`src/rtl/bfly_pkg.sv`:
```
package bfly_pkg;
  localparam int DW    = 16;          // sample width, Q1.15
  localparam int DIG   = 4;           // digit width
  localparam int NDIG  = DW / DIG;    // digits per sample
  localparam int NENT  = 1 << DIG;    // table entries per digit
  localparam int TW    = DW + DIG + 1;// table entry width
  localparam int PW    = 2 * DW;      // full product width
  localparam int OW    = DW + 1;      // output width
  localparam int CW    = OW + 1;      // scaled product width
  localparam int FRAC  = DW - 1;      // fractional bits
  localparam int MLAT  = 3;           // constant-multiplier latency
  localparam int LAT   = MLAT + 2;    // butterfly latency

  // Signed value held by digit code d at slice position k times coefficient c.
  function automatic logic signed [63:0] slice_prod(input int k, input int d, input int c);
    logic signed [63:0] dv;
    if (k == NDIG - 1 && d >= NENT / 2) dv = 64'(d - NENT);
    else                                dv = 64'(d);
    return dv * 64'(c);
  endfunction
endpackage

```
`src/rtl/ks_adder.sv`:
```
module ks_adder #(
  parameter int W = 18
) (
  input  logic [W-1:0] a,
  input  logic [W-1:0] b,
  input  logic         cin,
  output logic [W-1:0] sum
);
  localparam int LV = (W > 1) ? $clog2(W) : 1;

  logic [W-1:0] g [0:LV];
  logic [W-1:0] p [0:LV];
  logic [W-1:0] hsum;

  assign hsum = a ^ b;
  assign g[0] = (a & b) | (hsum & {{(W-1){1'b0}}, cin});
  assign p[0] = hsum;

  for (genvar l = 0; l < LV; l++) begin : g_lvl
    localparam int D = 1 << l;
    for (genvar i = 0; i < W; i++) begin : g_bit
      if (i >= D) begin : g_comb
        assign g[l+1][i] = g[l][i] | (p[l][i] & g[l][i-D]);
        assign p[l+1][i] = p[l][i] & p[l][i-D];
      end else begin : g_pass
        assign g[l+1][i] = g[l][i];
        assign p[l+1][i] = p[l][i];
      end
    end
  end

  logic [W-1:0] carry;
  if (W > 1) begin : g_cw
    assign carry = {g[LV][W-2:0], cin};
  end else begin : g_c1
    assign carry = cin;
  end
  assign sum = hsum ^ carry;

  logic unused_ok;
  assign unused_ok = ^{g[LV][W-1], p[LV]};
endmodule

```
`src/rtl/dsl_cmult.sv`:
```
module dsl_cmult
  import bfly_pkg::*;
#(
  parameter int C = 23170
) (
  input  logic                 clk,
  input  logic                 rst_n,
  input  logic signed [DW-1:0] x,
  output logic signed [PW-1:0] prod
);
  // Tables built at elaboration: one per digit position.
  logic signed [TW-1:0] tbl [NDIG][NENT];
  for (genvar k = 0; k < NDIG; k++) begin : g_tab
    for (genvar d = 0; d < NENT; d++) begin : g_ent
      assign tbl[k][d] = TW'(slice_prod(k, d, C));
    end
  end

  // Stage 1: digit lookups.
  logic signed [TW-1:0] pp_q [NDIG];
  for (genvar k = 0; k < NDIG; k++) begin : g_pp
    always_ff @(posedge clk or negedge rst_n) begin
      if (!rst_n) pp_q[k] <= '0;
      else        pp_q[k] <= tbl[k][x[DIG*k +: DIG]];
    end
  end

  // Stage 2: pair sums. Stage 3: final weighted sum.
  logic signed [PW-1:0] lo_q, hi_q;
  always_ff @(posedge clk or negedge rst_n) begin
    if (!rst_n) begin
      lo_q <= '0;
      hi_q <= '0;
      prod <= '0;
    end else begin
      lo_q <= PW'(pp_q[0]) + (PW'(pp_q[1]) <<< DIG);
      hi_q <= PW'(pp_q[2]) + (PW'(pp_q[3]) <<< DIG);
      prod <= lo_q + (hi_q <<< (2 * DIG));
    end
  end

  // Warm-up counter so the check never reaches behind reset.
  logic [1:0] wcnt;
  always_ff @(posedge clk or negedge rst_n) begin
    if (!rst_n)             wcnt <= '0;
    else if (wcnt != 2'(MLAT)) wcnt <= wcnt + 2'd1;
  end

  localparam logic signed [PW-1:0] CX = PW'(C);
  logic signed [PW-1:0] x_ext;
  assign x_ext = PW'(x);

  p_exact_r10: assert property (@(posedge clk) disable iff (!rst_n)
    (wcnt == 2'(MLAT)) |-> (prod == $past(x_ext, MLAT) * CX));
endmodule

```
`src/rtl/cbfly_r2.sv`:
```
module cbfly_r2
  import bfly_pkg::*;
#(
  parameter int WR = 23170,
  parameter int WI = -23170
) (
  input  logic                 clk,
  input  logic                 rst_n,
  input  logic                 in_valid,
  input  logic signed [15:0]   ar,
  input  logic signed [15:0]   ai,
  input  logic signed [15:0]   br,
  input  logic signed [15:0]   bi,
  output logic                 out_valid,
  output logic signed [16:0]   xr,
  output logic signed [16:0]   xi,
  output logic signed [16:0]   yr,
  output logic signed [16:0]   yi
);
  localparam int SW = PW + 1;

  // Four constant cross-product units.
  logic signed [PW-1:0] p_rr, p_ii, p_ri, p_ir;
  dsl_cmult #(.C(WR)) u_m_rr (.clk(clk), .rst_n(rst_n), .x(br), .prod(p_rr));
  dsl_cmult #(.C(WI)) u_m_ii (.clk(clk), .rst_n(rst_n), .x(bi), .prod(p_ii));
  dsl_cmult #(.C(WI)) u_m_ri (.clk(clk), .rst_n(rst_n), .x(br), .prod(p_ri));
  dsl_cmult #(.C(WR)) u_m_ir (.clk(clk), .rst_n(rst_n), .x(bi), .prod(p_ir));

  // Complex combine: re = rr - ii, im = ri + ir, then floor-shift.
  logic [SW-1:0] re_full, im_full;
  ks_adder #(.W(SW)) u_add_re (.a(SW'(p_rr)), .b(~SW'(p_ii)), .cin(1'b1), .sum(re_full));
  ks_adder #(.W(SW)) u_add_im (.a(SW'(p_ri)), .b(SW'(p_ir)),  .cin(1'b0), .sum(im_full));

  logic signed [CW-1:0] wbr_q, wbi_q;
  always_ff @(posedge clk or negedge rst_n) begin
    if (!rst_n) begin
      wbr_q <= '0;
      wbi_q <= '0;
    end else begin
      wbr_q <= CW'(signed'(re_full) >>> FRAC);
      wbi_q <= CW'(signed'(im_full) >>> FRAC);
    end
  end

  // A alignment chain, valid chain.
  logic signed [DW-1:0] are_q [MLAT+1];
  logic signed [DW-1:0] aim_q [MLAT+1];
  for (genvar i = 0; i <= MLAT; i++) begin : g_adly
    always_ff @(posedge clk or negedge rst_n) begin
      if (!rst_n) begin
        are_q[i] <= '0;
        aim_q[i] <= '0;
      end else if (i == 0) begin
        are_q[i] <= ar;
        aim_q[i] <= ai;
      end else begin
        are_q[i] <= are_q[(i == 0) ? 0 : i-1];
        aim_q[i] <= aim_q[(i == 0) ? 0 : i-1];
      end
    end
  end

  logic [LAT-1:0] vld_q;
  always_ff @(posedge clk or negedge rst_n) begin
    if (!rst_n) vld_q <= '0;
    else        vld_q <= {vld_q[LAT-2:0], in_valid};
  end
  assign out_valid = vld_q[LAT-1];

  // Butterfly sum and difference.
  logic [CW-1:0] a_re_x, a_im_x, sx_r, sx_i, sy_r, sy_i;
  assign a_re_x = CW'(are_q[MLAT]);
  assign a_im_x = CW'(aim_q[MLAT]);
  ks_adder #(.W(CW)) u_xr (.a(a_re_x), .b(wbr_q),  .cin(1'b0), .sum(sx_r));
  ks_adder #(.W(CW)) u_xi (.a(a_im_x), .b(wbi_q),  .cin(1'b0), .sum(sx_i));
  ks_adder #(.W(CW)) u_yr (.a(a_re_x), .b(~wbr_q), .cin(1'b1), .sum(sy_r));
  ks_adder #(.W(CW)) u_yi (.a(a_im_x), .b(~wbi_q), .cin(1'b1), .sum(sy_i));

  logic load_out;
  assign load_out = vld_q[LAT-2];

  always_ff @(posedge clk or negedge rst_n) begin
    if (!rst_n) begin
      xr <= '0;
      xi <= '0;
      yr <= '0;
      yi <= '0;
    end else if (load_out) begin
      xr <= OW'(sx_r);
      xi <= OW'(sx_i);
      yr <= OW'(sy_r);
      yi <= OW'(sy_i);
    end
  end

  // Warm-up counter for the checks below.
  logic [3:0] warm;
  logic       warm_done;
  always_ff @(posedge clk or negedge rst_n) begin
    if (!rst_n)                 warm <= '0;
    else if (warm != 4'(LAT))   warm <= warm + 4'd1;
  end
  assign warm_done = (warm == 4'(LAT));

  p_latency_r2: assert property (@(posedge clk) disable iff (!rst_n)
    warm_done |-> (out_valid == $past(in_valid, LAT)));

  p_sum_twice_a_r5: assert property (@(posedge clk) disable iff (!rst_n)
    (warm_done && out_valid) |->
      ((OW'(xr + yr) == {$past(are_q[MLAT]), 1'b0}) &&
       (OW'(xi + yi) == {$past(aim_q[MLAT]), 1'b0})));

  p_hold_r6: assert property (@(posedge clk) disable iff (!rst_n)
    (warm_done && !$past(load_out)) |->
      ($stable(xr) && $stable(xi) && $stable(yr) && $stable(yi)));

  p_idle_out_r1: assert property (@(posedge clk) disable iff (!rst_n)
    (!warm_done) |-> (xr == '0 && yr == '0 && !out_valid));
endmodule

```
`config.mk`:
```
export PLATFORM = sky130hd
export DESIGN_NAME = cbfly_r2
export DESIGN_NICKNAME = d
export VERILOG_FILES = /design/src/rtl/bfly_pkg.sv /design/src/rtl/ks_adder.sv /design/src/rtl/dsl_cmult.sv /design/src/rtl/cbfly_r2.sv
export SDC_FILE = /design/constraint.sdc
export NUM_CORES = 1
export LEC_CHECK = 0
export ABC_AREA = 1
export BUFFER_PORTS_ARGS = -buffer_cell sky130_fd_sc_hd__buf_2
export CELL_PAD_IN_SITES_DETAIL_PLACEMENT = 1
export CELL_PAD_IN_SITES_GLOBAL_PLACEMENT = 2
export CORE_AREA = 5 5 331 333
export CTS_BUF_LIST = sky130_fd_sc_hd__clkbuf_8 sky130_fd_sc_hd__clkbuf_16
export DETAILED_ROUTE_END_ITERATION = 7
export DIE_AREA = 0 0 336 338
export PLACE_DENSITY_LB_ADDON = 0.12
export SYNTH_ARGS = -nofsm -noshare
export SYNTH_HDL_FRONTEND = slang
export SYNTH_SLANG_ARGS = --single-unit
```
`constraint.sdc`:
```
create_clock -name clk -period 3.3 [get_ports clk]
set_input_delay 0.33 -clock clk [delete_from_list [all_inputs] [get_ports clk]]
set_output_delay 0.33 -clock clk [all_outputs]
set_load 0.02 [all_outputs]
```
# --- Yosys cells after proc, flatten, opt, wreduce, memory -nomap -nowiden ---
# Memories as Yosys holds them, arrays and structs flattened. A register that Yosys moved wholly into a read port is not among the register bits.
# Index checks and enable logic that the tools add are counted.
totals:
  reg_bits: 563
  memories: 16
  out_inout_bits: 69
  elab_cells: 1315
  romBits: 5376
mem_list:
  columns: ["memory", "words", "width", "rd", "rd_ports_with_merged_regs", "write_ports", "line_no", "rtl"]
  rows:
  - ["(no name shown)", 16, 21, 1, 1, 0, "dsl_cmult.sv:24", "else pp_q[k] <= tbl[k][x[DIG*k +: DIG]];"]
  - ["(no name shown)", 16, 21, 1, 1, 0, "dsl_cmult.sv:24", null]
  - ["(no name shown)", 16, 21, 1, 1, 0, "dsl_cmult.sv:24", null]
  - ["(no name shown)", 16, 21, 1, 1, 0, "dsl_cmult.sv:24", null]
  - ["(no name shown)", 16, 21, 1, 1, 0, "dsl_cmult.sv:24", null]
  - ["(no name shown)", 16, 21, 1, 1, 0, "dsl_cmult.sv:24", null]
  - ["+10 memories", null, null, null, null, null, null, null]
classes:
  n_reduce_logical: 16
  bitwise: 1244
  add_sub_neg: 12
ops:
  columns: ["op", "count"]
  rows:
  - ["$and 1x1->1", 768]
  - ["$or 1x1->1", 444]
  - ["$xor 17x17->17", 8]
  - ["$add 26x32->32", 4]
  - ["$xor 32x32->32", 4]
  - ["$add 21x25->26", 4]
  - ["$add 21x24->24", 4]
  - ["$and 16x16->16", 4]
  - ["$and 32x32->32", 2]
  - ["$not 4->5", 8]
  - ["$not 17->17", 2]
  - ["$not 32->32", 1]
  - ["$or 16x1->16", 2]
  - ["$or 32x1->32", 1]
  - ["$logic_not 1->1", 16]

# --- Longest topological paths before layout ---
logic_depth:
  ltp_word: 13
  mapped_depth: 14
  mapped_depth_nobuf: 14

# --- By module ---
# Synthesis repeated with hierarchy kept, for this count alone.
unflattened:
  hier_cells: 6401
  hier_area_um2: 48454.0
modules_own_cells:
  columns: ["module", "seq_area_each_um2", "n_inst", "cells_each", "area_each_um2"]
  rows:
  - ["dsl_cmult at u_m_ri", 3653.5, 1, 1173, 8982.4]
  - ["dsl_cmult at u_m_ii", 3653.5, 1, 1162, 8858.5]
  - ["dsl_cmult at u_m_rr", 3353.2, 1, 891, 7377.1]
  - ["dsl_cmult at u_m_ir", 3353.2, 1, 872, 7329.5]
  - ["cbfly_r2", 5930.7, 1, 527, 7068.0]
  - ["ks_adder at u_add_im ...", 0.0, 2, 530, 2487.4]
  - ["ks_adder at u_xi ...", 0.0, 4, 179, 965.9]

# --- Worst setup path before layout ---
# Ideal clock, no wire load.
synth_path:
  path_type: "register to register"
  from: "reg, netlist name u_m_ii.hi_q[1]"
  to: "reg u_m_ir.prod[27]"
  path_stages_with_launch: 13
  setup_slack_ps: 1499
  t_required_ps: 3184
  setup_time_ps: 116
  path_buffers: 0
  arrival_time_ps: 1684
  cell_sequence: "dfrtp_1 > ha_1 > inv_1 > fa_1 > nand3b_1 > nand2_2 > nand2_1 > nand2_1 > nand2_1 > nand2_1 > nand2_1 > nand3_1 > nand2_1"
synth_lines:
  columns: ["item", "line_no", "rtl"]
  rows:
  - ["to (signal assigned)", "dsl_cmult.sv:38", "prod <= lo_q + (hi_q <<< (2 * DIG));"]
  - ["to (decl)", "dsl_cmult.sv:9", "output logic signed [PW-1:0] prod"]

==> results_dict.tcl <==
set metrics [dict create \
    cp-start-kind "flip-flop" \
    cts_tree "done" \
    yosysMostFrequentCell "nand2_1" \
    worstPathArrival_ps 2770 \
    cts.sinks 759 \
    numCtsBuffers 87 \
    viasPerCell 4.99 \
    dp.cells 6960 \
    synth_cell_types 46 \
    synth_ff_type "dfrtp_1" \
    ys_ff_latch 759 \
    p_leak_nw 26.2 \
    num_vias 35800 \
    drc_errors 0 \
    synth_fp_nets 5909 \
    clk_pin_slew_ps 60 \
    ios 136 \
    cts_root_buf "clkbuf_16" \
    grt_pass1_wl_um 212000 \
    wl_per_cell_um 18.7 \
    postRouteAntennaNets 0 \
    area_growth_pct 14.3 \
    grt_setup_unrepaired "no" \
    ys_warn_count 0 \
    die_h_um 338 \
    synth_area_um2 43200 \
    synth_top_cell_area_share_pct 44.0 \
    cts_resized 0 \
    synth_top_area_cell "dfrtp_1" \
    fin_crit_ps 2280 \
    totalWireLength_um 134000 \
    htreeDepth 3 \
    synthTopCellsByArea "dfrtp_1, nand2_1, ha_1" \
    hold_path.class "in2async" \
    portBuffers 135 \
    drv_slew 0 \
    grt_pass1_vias 37400 \
    fin_util_pct 46.4 \
    cp.required_ps 3790 \
    rrSetupSlack_ps 1020 \
    first_pass_iters 5 \
    synthCells 5453 \
    rows 120 \
    antenna_cells 0 \
    grt_use_total_pct 23.7 \
    endpoint_kind "flip-flop" \
    grt_overflow 0 \
    synthArstFlopShare_pct 100 \
    cpPeakStageDelay_ps 500 \
    hpwlAfterDp_um 109000 \
    fillers 13100 \
    status "completed" \
    r2r_start "u_m_ii.hi_q[1]" \
    grt_max_degree 84 \
    setup_tns_ps 0 \
    antenna_found_initial 16 \
    die_x_um 336 \
    r2r-end "u_m_ir.prod[17]" \
    ys_seq_area_share_pct 44.0 \
    coreArea_um2 106000 \
    worstPathMaxFanout 5 \
    fin_nets 6168 \
    tightest_slew_ps 827 \
    drtIter0Drc 1939 \
    setup_viol 0 \
    insertion_delay_ps 680 \
    critPathTopFamily "adder cells" \
    die-area_um2 114000 \
    finalHoldViolCount 0 \
    synth-edff-count 0 \
    cap_violations 0 \
    slowest_stage "xor2_1" \
    fin_skew_ps 33.1 \
    path_buf_inv 1 \
    drive_above_1_share_pct 7.56 \
    peakVddDrop_uv 392 \
    syn_area_per_cell_um2 7.92 \
    fin_crit_sh_pct 69.1 \
    powerDensity_nw_per_um2 864 \
    gp_congestion 0.905 \
    initial_core_util_pct 40.6 \
    max-slew-margin-rel_pct 44.8 \
    holdWs_ps 295 \
    path_class "reg2reg" \
    synth_common_cells "nand2_1, dfrtp_1, inv_1" \
    worst_r2r_path_depth 8 \
    clk_path_buf_depth 3 \
    max_freq_ghz 0.438 \
    final_cells 7183 \
    crit_chain "ha_1 -> inv_1 -> fa_1 -> nand3b_1 -> nand2_2 -> nand3_1 -> nand2_1 -> xor2_1" \
]
state kept, by name, indices dropped and copies added (netlist names), 31 cells and up:
name	count
aim_q	48
are_q	48
u_m_ii.pp_q	64
u_m_ii.prod	31
u_m_ir.pp_q	46
u_m_ri.pp_q	64
u_m_ri.prod	31
u_m_rr.pp_q	46
per-stage QoR:
step                      setup WS, ps  cell area (um^2)  power (mW)
after detailed placement          1020             45700        32.7
after global placement            1020             45700        32.4
after floorplan                   1500             43200        26.0
after CTS                          998             49300        43.1
final                             1020             49300        42.6
after global routing               899             49300        46.1
worst reg2reg max path, delay by kind of cell (launching register included):
kind                       cells  cell delay, ps
and+or+nand+nor                4             530
adders and majority gates      2             590
buffers and inverters          1              80
DFF                            1             390
xor gates and xnor gates       1             500
layout by cell type (no fill, tap or decap), drive strengths merged, types with 12 or more instances in the layout:
master       count
and2            15
a21oi          321
dlygate4sd3     66
fa              16
nor2           463
o21ai          202
o21bai          24
dfrtp          759
a31oi           19
xor2           137
xnor2           34
inv            788
o211ai          21
nand4           63
a21o            20
nand2         1701
buf            167
nand3          320
clkbuf          94
clkinv          28
ha             373
nand3b          20
nor3            37
nor4            12
area by class of cell:
class / instances / area (um^2) / share of cell area [%]
Clock buffer: 94 / 2270 / 4.61
Clock inverter: 63 / 737 / 1.49
Inverter: 771 / 2890 / 5.87
Multi-Input combinational cell: 3860 / 21000 / 42.6
Sequential cell: 759 / 19000 / 38.5
Tap cell: 1403 / 1760 / 3.56
Timing Repair Buffer: 233 / 1690 / 3.42
metal layers:
layer	routed length, um	GRT usage, %	part of all wire (%)
met1	64000	33.2	48
met4	2800	5.42	2.1
met5	26	0	0.019
met2	61600	39.3	46
met3	5570	3.47	4.2
cells by family after synthesis:
| kind of cell | synth area share, % |
|---|---|
| xor+xnor | 3.47 |
| buf+inv | 7.36 |
| compound gates | 8.47 |
| fa+ha+maj | 11.6 |
| flops | 44.0 |
| simple gates | 25.1 |
how the worst max path moves through the flow:
stage | startpoint | end | slack [ps] | cells after the start
after global routing | u_m_ii.hi_q[1] | u_m_ir.prod[17] | 900 | 8
after CTS | u_m_ii.hi_q[1] | u_m_ir.prod[17] | 1000 | 8
after floorplan | u_m_ii.hi_q[1] | u_m_ir.prod[27] | 1500 | 12
final | u_m_ii.hi_q[1] | u_m_ir.prod[17] | 1020 | 8
after detailed placement | u_m_ii.hi_q[1] | u_m_ir.prod[17] | 1020 | 8
after global placement | u_m_ii.hi_q[1] | u_m_ir.prod[17] | 1020 | 8
repair_timing:
action | CTS | global route
hold buffers | 66 | 0
setup buffers | 0 | 0
hold endpoints to repair | 128 | 0
power by group:
part	internal [mW]	switching [mW]	leakage, nW
clock network	5.90	4.13	1.51
logic	6.25	13.4	15.7
registers	11.5	1.50	8.91
total	23.6	19.0	26.2
No activity file was read; power rests on OpenSTA's default activity.
